<file path="config.mk">
export PLATFORM = sky130hd
export DESIGN_NAME = can_destuff
export DESIGN_NICKNAME = d
export VERILOG_FILES = /design/src/rtl/can_destuff.sv
export SDC_FILE = /design/constraint.sdc
export NUM_CORES = 1
export LEC_CHECK = 0
export ABC_AREA = 0
export BUFFER_PORTS_ARGS = -buffer_cell sky130_fd_sc_hd__buf_2
export CAP_MARGIN = 20
export CORE_UTILIZATION = 59
export CTS_BUF_LIST = sky130_fd_sc_hd__clkbuf_8
export DETAILED_ROUTE_END_ITERATION = 8
export PLACE_DENSITY = 0.8
export REMOVE_ABC_BUFFERS = 1
export SLEW_MARGIN = 20
export SYNTH_ARGS = -nofsm -noshare
export SYNTH_HDL_FRONTEND = slang
export SYNTH_SLANG_ARGS = --single-unit
</file>
<file path="constraint.sdc">
create_clock -name clk -period 3 [get_ports clk]
set_input_delay 0.6 -clock clk [delete_from_list [all_inputs] [get_ports clk]]
set_output_delay 0.6 -clock clk [all_outputs]
set_load 0.05 [all_outputs]
</file>
<file path="src/rtl/can_destuff.sv">
module can_destuff #(
  parameter int IDX_W    = 8,
  parameter int RUN_LEN  = 5,
  parameter int TAIL_GAP = 17
) (
  input  logic             clk,
  input  logic             rst_n,
  input  logic             raw_vld,
  input  logic             raw_bit,
  input  logic             frame_clr,
  input  logic             last_vld,
  input  logic [IDX_W-1:0] last_idx,
  output logic             bit_vld,
  output logic             stuff_vld,
  output logic             bit_out,
  output logic [IDX_W-1:0] bit_idx
);
  localparam int CW = $clog2(RUN_LEN + 1);
  localparam logic [CW-1:0]  FULL = CW'(RUN_LEN);
  localparam logic [IDX_W:0] GAP  = (IDX_W+1)'(TAIL_GAP);

  logic [RUN_LEN-1:0] hist;
  logic [CW-1:0]      fill;
  logic [IDX_W-1:0]   fidx;
  logic [IDX_W-1:0]   last_q;
  logic               last_ok;

  wire run_eq   = (hist == '0) || (hist == '1);
  wire flips    = raw_bit != hist[0];
  wire in_tail  = last_ok && ({1'b0, fidx} >= ({1'b0, last_q} + GAP));
  wire is_stuff = raw_vld && (fill == FULL) && run_eq && flips && !in_tail;

  always_ff @(posedge clk or negedge rst_n) begin
    if (!rst_n) begin
      hist      <= '0;
      fill      <= '0;
      fidx      <= '0;
      last_q    <= '0;
      last_ok   <= 1'b0;
      bit_vld   <= 1'b0;
      stuff_vld <= 1'b0;
      bit_out   <= 1'b0;
      bit_idx   <= '0;
    end else if (frame_clr) begin
      hist      <= '0;
      fill      <= '0;
      fidx      <= '0;
      last_ok   <= 1'b0;
      bit_vld   <= 1'b0;
      stuff_vld <= 1'b0;
    end else begin
      bit_vld   <= raw_vld && !is_stuff;
      stuff_vld <= is_stuff;
      if (last_vld) begin
        last_q  <= last_idx;
        last_ok <= 1'b1;
      end
      if (raw_vld) begin
        hist    <= {hist[RUN_LEN-2:0], raw_bit};
        if (fill != FULL) fill <= fill + 1'b1;
        bit_out <= raw_bit;
        bit_idx <= fidx;
        if (!is_stuff) fidx <= fidx + 1'b1;
      end
    end
  end
endmodule

</file>
==> flow_summary.ini, run 1 <==
[synth]
synthAdderAreaFrac_pct = 8.108
async_reset_ff_share_pct = 100.0
synthMuxAreaShare_pct = 11.82
synth-seq-cells = 36
synth-simple-area-share_pct = 13.45
netlist_area_um2 = 1852
synth.distinct_cells = 37
ys_seq_area_share_pct = 48.65
yosys_warnings = 0
syn-instance-count = 165
synth_edf_count = 0
postSynthAreaPerCell_um2 = 11.22
synth_xor_area_share_pct = 3.311
synth_top_family_by_area = simple AND/OR/NAND/NOR gates
synth_flop_cell = dfrtp_1
synth_compound_area_share_pct = 12.03

[layout]
syn_to_final_growth_pct = 13.45
fin_util_pct = 73.64
antennaDiodeCount = 0
nets = 220
layout_common_cells = dfrtp_1, buf_2, mux2_2
drive_gt1_share_pct = 30.26
layout_commonest_cell = dfrtp_1
stdcell_count = 226

[timing]
fin_worst_skew_ns = 0.004059
slew_headroom_pct = 47.76
finalHoldViolations = 0
fmax_mhz = 352.1
worst_pin_slew_ns = 0.7836
fin_crit_sh_pct = 94.68
fin_tns_setup_ns = 0
min_period_ns = 2.840
rsz0062_at_grt = no
slew_violations = 0
setup_violations = 0

[clock_tree]
cts_hold_buf = 0
htreeDepth = 2
clock_sinks = 36
cts_resized = 0
clock_latency_ns = 0.29
postCtsSetupBuffers = 0
cts_buffers = 5
clock_path_buffers = 2
cts_tree = built
cts-root-buf = clkbuf_8
path_clk_slew_ns = 0.07

[global_routing]
grt_pass1_wl_mm = 6.009
grt_max_degree = 37
grt_pass1_vias = 1404
gr-usage-all-layers_pct = 23.86
grt_overflow = 0
antenna_found_initial = 0

[floorplan]
fp.dieW_um = 58.03
num_rows = 19
core_area_um2 = 2853
die_y_um = 58.03
boundaryPins = 25
die-area_um2 = 3367
initial_core_util_pct = 64.91

[setup_path]
reg2reg_depth = 11
path_buf_inv = 0
critical_path.slowest_cell = or4_1
reg2reg_from = last_q[0]
crit_family = compound AO/OA/AOI/OAI gates
r2r_slack_ns = 0.16
crit_arrival_ns = 3.06
path_common_cell = ha_1
path_cells = ha_1 > a31oi_1 > nor2b_1 > xnor2_1 > ha_1 > nand3_1 > o211ai_1 > a21oi_1 > o2111a_2 > or4_1 > a21oi_2
path_class = register to register
endpoint_kind = register
r2r_end = fidx[7]
required_ns = 3.22
start_kind = register
max_stage_delay_ns = 0.57
path_max_fanout = 8

[run_status]
status = finished with violations
violations = DRC

[route]
postRouteWirelength_mm = 3.444
via_count = 1325
dr.pass1.iters = 6
ant_nets = 0
drc_errors = 2
drt-initial-drc-count = 23
vias_per_cell = 5.863
wire_per_inst_um = 15.24

[placed_design]
place_congestion = 0.8059
hpwl_mm = 2.495
placedCellCount = 215
portBuffers = 24

[hold_path]
hp-class = input pin to async pin

[job]
max_cap_violations = 0

[pwr]
power.density_nw_per_um2 = 509.1
ir_drop_v = 0.0003978
leakage_nw = 1.025
power.total_w = 0.001069
metal layers:
metal | wire length (µm) | global-route usage, %
met5 | 0 | 0
met4 | 62 | 10.54
met3 | 117 | 4.241
met2 | 1753 | 41.87
met1 | 1510 | 28.68
power breakdown:
| group | switching (W) | internal (W) |
|---|---|---|
| combinational | 0.000105 | 0.0000758 |
| clock | 0.000165 | 0.000180 |
| sequential | 0.0000299 | 0.000514 |
| total | 0.000299 | 0.000770 |
worst max-delay path by stage:
| stage | from | end | slack, ns | depth (start not counted) |
|---|---|---|---|---|
| after detailed placement | last_q[0] | fidx[7] | 0.14 | 11 |
| after CTS | last_q[0] | fidx[7] | 0.12 | 11 |
| after floorplan | last_q[0] | fidx[7] | 0.33 | 11 |
| final | last_q[0] | fidx[7] | 0.16 | 11 |
| after global placement | last_q[0] | fidx[7] | 0.27 | 11 |
| after global routing | last_q[0] | fidx[7] | 0.01 | 11 |
Yosys cell counts, drive strengths merged, types with 2 or more instances:
library cell  count  area share, %
a21oi            13            4.9
and4b             2            1.1
buf               2           0.81
clkbuf            4           0.81
dfrtp            36             49
ha               12            8.1
inv               5            1.0
mux2             15            9.1
mux2i             5            2.7
nand2             8            1.6
nand3             6            1.6
nand4             3            1.0
nor2             12            2.4
nor2b             4            1.4
o21ai            10            2.7
o31ai             2            1.1
or3               5            1.7
xnor2             5            2.4
xor2              2           0.95
final cells by class:
| type | instances | area, µm² |
|---|---|---|
| tap | 31 | 38.79 |
| clock buffer | 6 | 82.58 |
| fill | 217 | 752.0 |
| clock inverter | 2 | 7.507 |
| timing repair buffer | 28 | 150.1 |
| inverter | 5 | 18.77 |
| sequential | 36 | 900.9 |
| multi-input combinational | 118 | 902.1 |
logic make-up (layout without fill, tap and decap cells):
| family | Yosys count | count (layout) |
|---|---|---|
| flops | 36 | 36 |
| buf+inv | 11 | 41 |
| mux | 20 | 20 |
| fa+ha+maj | 12 | 12 |
| compound gates | 32 | 32 |
| simple gates | 47 | 47 |
| xor+xnor | 7 | 7 |
flip-flops by register name, summed over array words and instances, names as in the netlist:
name and count:
bit_out 1, last_ok 1, bit_vld 1, stuff_vld 1, hist 5, bit_idx 8, fill 3, last_q 8
fidx 8
metrics by stage:
stage	instance area, µm²	hold WS (ns)	worst slack [ns]
3_5_place_dp	1988	0.4744	0.1372
5_1_grt	2101	0.4520	0.01419
3_3_place_gp	1988	0.4568	0.2711
6_report	2101	0.3923	0.1596
2_1_floorplan	1822	0.3044	0.3282
4_1_cts	2078	0.4197	0.1164
Power figures use the tool's default switching activity.
==> run 2: changes to the inputs <==
Settings changed: CORE_UTILIZATION 59 to 56, CTS_BUF_LIST sky130_fd_sc_hd__clkbuf_8 to unset, PLACE_DENSITY 0.8 to 0.77.
==> run 2 against run 1 <==
  * The run now ends clean
  * Sequential share of layout area is 0.53 points lower
  * Final area up 1.3%
  * Wire length down 3.8%
  * Power is 6.4% lower
  * Clock power shrank 19%
  * Worst setup slack better by 0.055 ns
  * Die area increased by 5.2%
  * Flip-flop and latch count is the same
  * Register-to-register slack improved by 0.05 ns
  * Largest cell class unchanged
==> flow_summary.ini, run 2 (synthesized netlist as in run 1, its figures left out) <==
[run_status]
status = complete, no violations

[setup_path]
r2r_slack_ns = 0.21
endpoint_kind = register
start_kind = register
crit_arrival_ns = 3.05
reg2reg_depth = 11
r2r_end = fidx[7]
required_ns = 3.27
cp-startpoint = last_q[0]
reg2reg_from = last_q[0]
path_class = register to register
path_max_fanout = 5

[timing]
fin_tns_setup_ns = 0
rsz0062_at_grt = no
worst_pin_slew_ns = 0.7705
fmax_mhz = 359.0
fin_worst_skew_ns = 0.003175
hold_slack_ns = 0.3338
setup_violations = 0
slew_headroom_pct = 48.63
min_period_ns = 2.786
slew_violations = 0
finalHoldViolations = 0
fin_crit_sh_pct = 92.86

[pwr]
combPwrFrac_pct = 17.8
p_int_w = 0.0007238
ir_drop_v = 0.0002459
p_switching_w = 0.0002777
power.density_nw_per_um2 = 470.8
clkPwrFrac_pct = 27.9
seqPwrFrac_pct = 54.3
switching_share_pct = 27.73
leakage_nw = 1.020

[clock_tree]
path_clk_slew_ns = 0.10
cts_buffers = 5
cts_tree = built
clock_latency_ns = 0.33
clock_sinks = 36
cts-root-buf = clkbuf_4
clock_path_buffers = 2
htreeDepth = 2

[placed_design]
portBuffers = 24
hpwl_mm = 2.322
placedCellCount = 227
place_congestion = 0.7929

[layout]
fillers = 251
nets = 223
area.sequential_um2 = 900.9
fin_util_pct = 68.55
stdcell_count = 241
top_regs = bit_idx (8), fidx (8), last_q (8)
layout_commonest_cell = dfrtp_1
multi_input_area_um2 = 922.1
drive_gt1_share_pct = 32.49
antennaDiodeCount = 0
layout_common_cells = dfrtp_1, buf_2, mux2_2
syn_to_final_growth_pct = 14.86

[route]
dr.pass1.iters = 4
drc_errors = 0
drt-initial-drc-count = 49
vias_per_cell = 5.689
via_count = 1371
postRouteWirelength_mm = 3.313
ant_nets = 0
wire_per_inst_um = 13.75

[floorplan]
fp.dieW_um = 59.51
initial_core_util_pct = 59.68
num_rows = 20
die_y_um = 59.51
core_area_um2 = 3103
boundaryPins = 25
die-area_um2 = 3541

[job]
max_cap_violations = 0

[hold_path]
hp-class = input pin to async pin

[global_routing]
grt_overflow = 0
grt_max_degree = 37
antenna_found_initial = 0
grt_pass1_vias = 1217
grt_pass1_wl_mm = 5.216
gr-usage-all-layers_pct = 19.95
==> run 2: power groups by stage <==
| stage | combinational, W | clock, W | sequential (W) |
|---|---|---|---|
| after floorplan | 0.000105 | 0 | 0.000567 |
| after global placement | 0.000168 | 0 | 0.000550 |
| after detailed placement | 0.000177 | 0 | 0.000552 |
| after CTS | 0.000177 | 0.000289 | 0.000543 |
| after global routing | 0.000198 | 0.000306 | 0.000549 |
| final | 0.000178 | 0.000279 | 0.000544 |
==> run 2: cell type report <==
| class | instances | share of cell area [%] |
|---|---|---|
| Clock buffer | 7 | 3.059 |
| Inverter | 5 | 0.8824 |
| Multi-Input combinational cell | 119 | 43.35 |
| Sequential cell | 36 | 42.35 |
| Tap cell | 44 | 2.588 |
| Timing Repair Buffer | 30 | 7.765 |
==> run 2: per-stage QoR <==
stage | power [W] | cell area (µm²) | setup slack [ns]
after CTS | 0.001010 | 2062 | 0.05517
after floorplan | 0.0006713 | 1822 | 0.3282
final | 0.001001 | 2127 | 0.2143
after global routing | 0.001053 | 2127 | 0.04610
after detailed placement | 0.0007291 | 1997 | 0.09096
after global placement | 0.0007183 | 1997 | 0.2399
==> run 2: worst max-delay path by stage <==
stage	endpoint	depth (start not counted)	slack, ns
after CTS	fidx[7]	11	0.06
after floorplan	fidx[7]	11	0.33
after global routing	fidx[7]	11	0.05
final	fidx[7]	11	0.21
after global placement	fidx[7]	11	0.24
after detailed placement	fidx[7]	11	0.09
==> run 2: metal layers <==
metal	track usage [%]	share of wire, %
met1	23.66	44
met2	33.39	50
met3	6.114	4.0
met4	8.638	1.5
met5	0	0
==> run 2: worst max-delay path: stages (launching register included) <==
cell and delay [ns]:
dfrtp_1 0.42, ha_2 0.22, a31oi_2 0.20, nor2b_1 0.07, xnor2_1 0.13, ha_1 0.30
nand3_1 0.10, o211ai_1 0.19, a21oi_1 0.09, o2111a_2 0.31, or4_1 0.54, a21oi_2 0.15
==> run 2: what timing repair did <==
item	4_1_cts	5_1_grt
gates resized for setup	0	2
hold buffers	0	0
buffers inserted	0	6
hold endpoints to repair	0	0
setup endpoints to repair	0	1
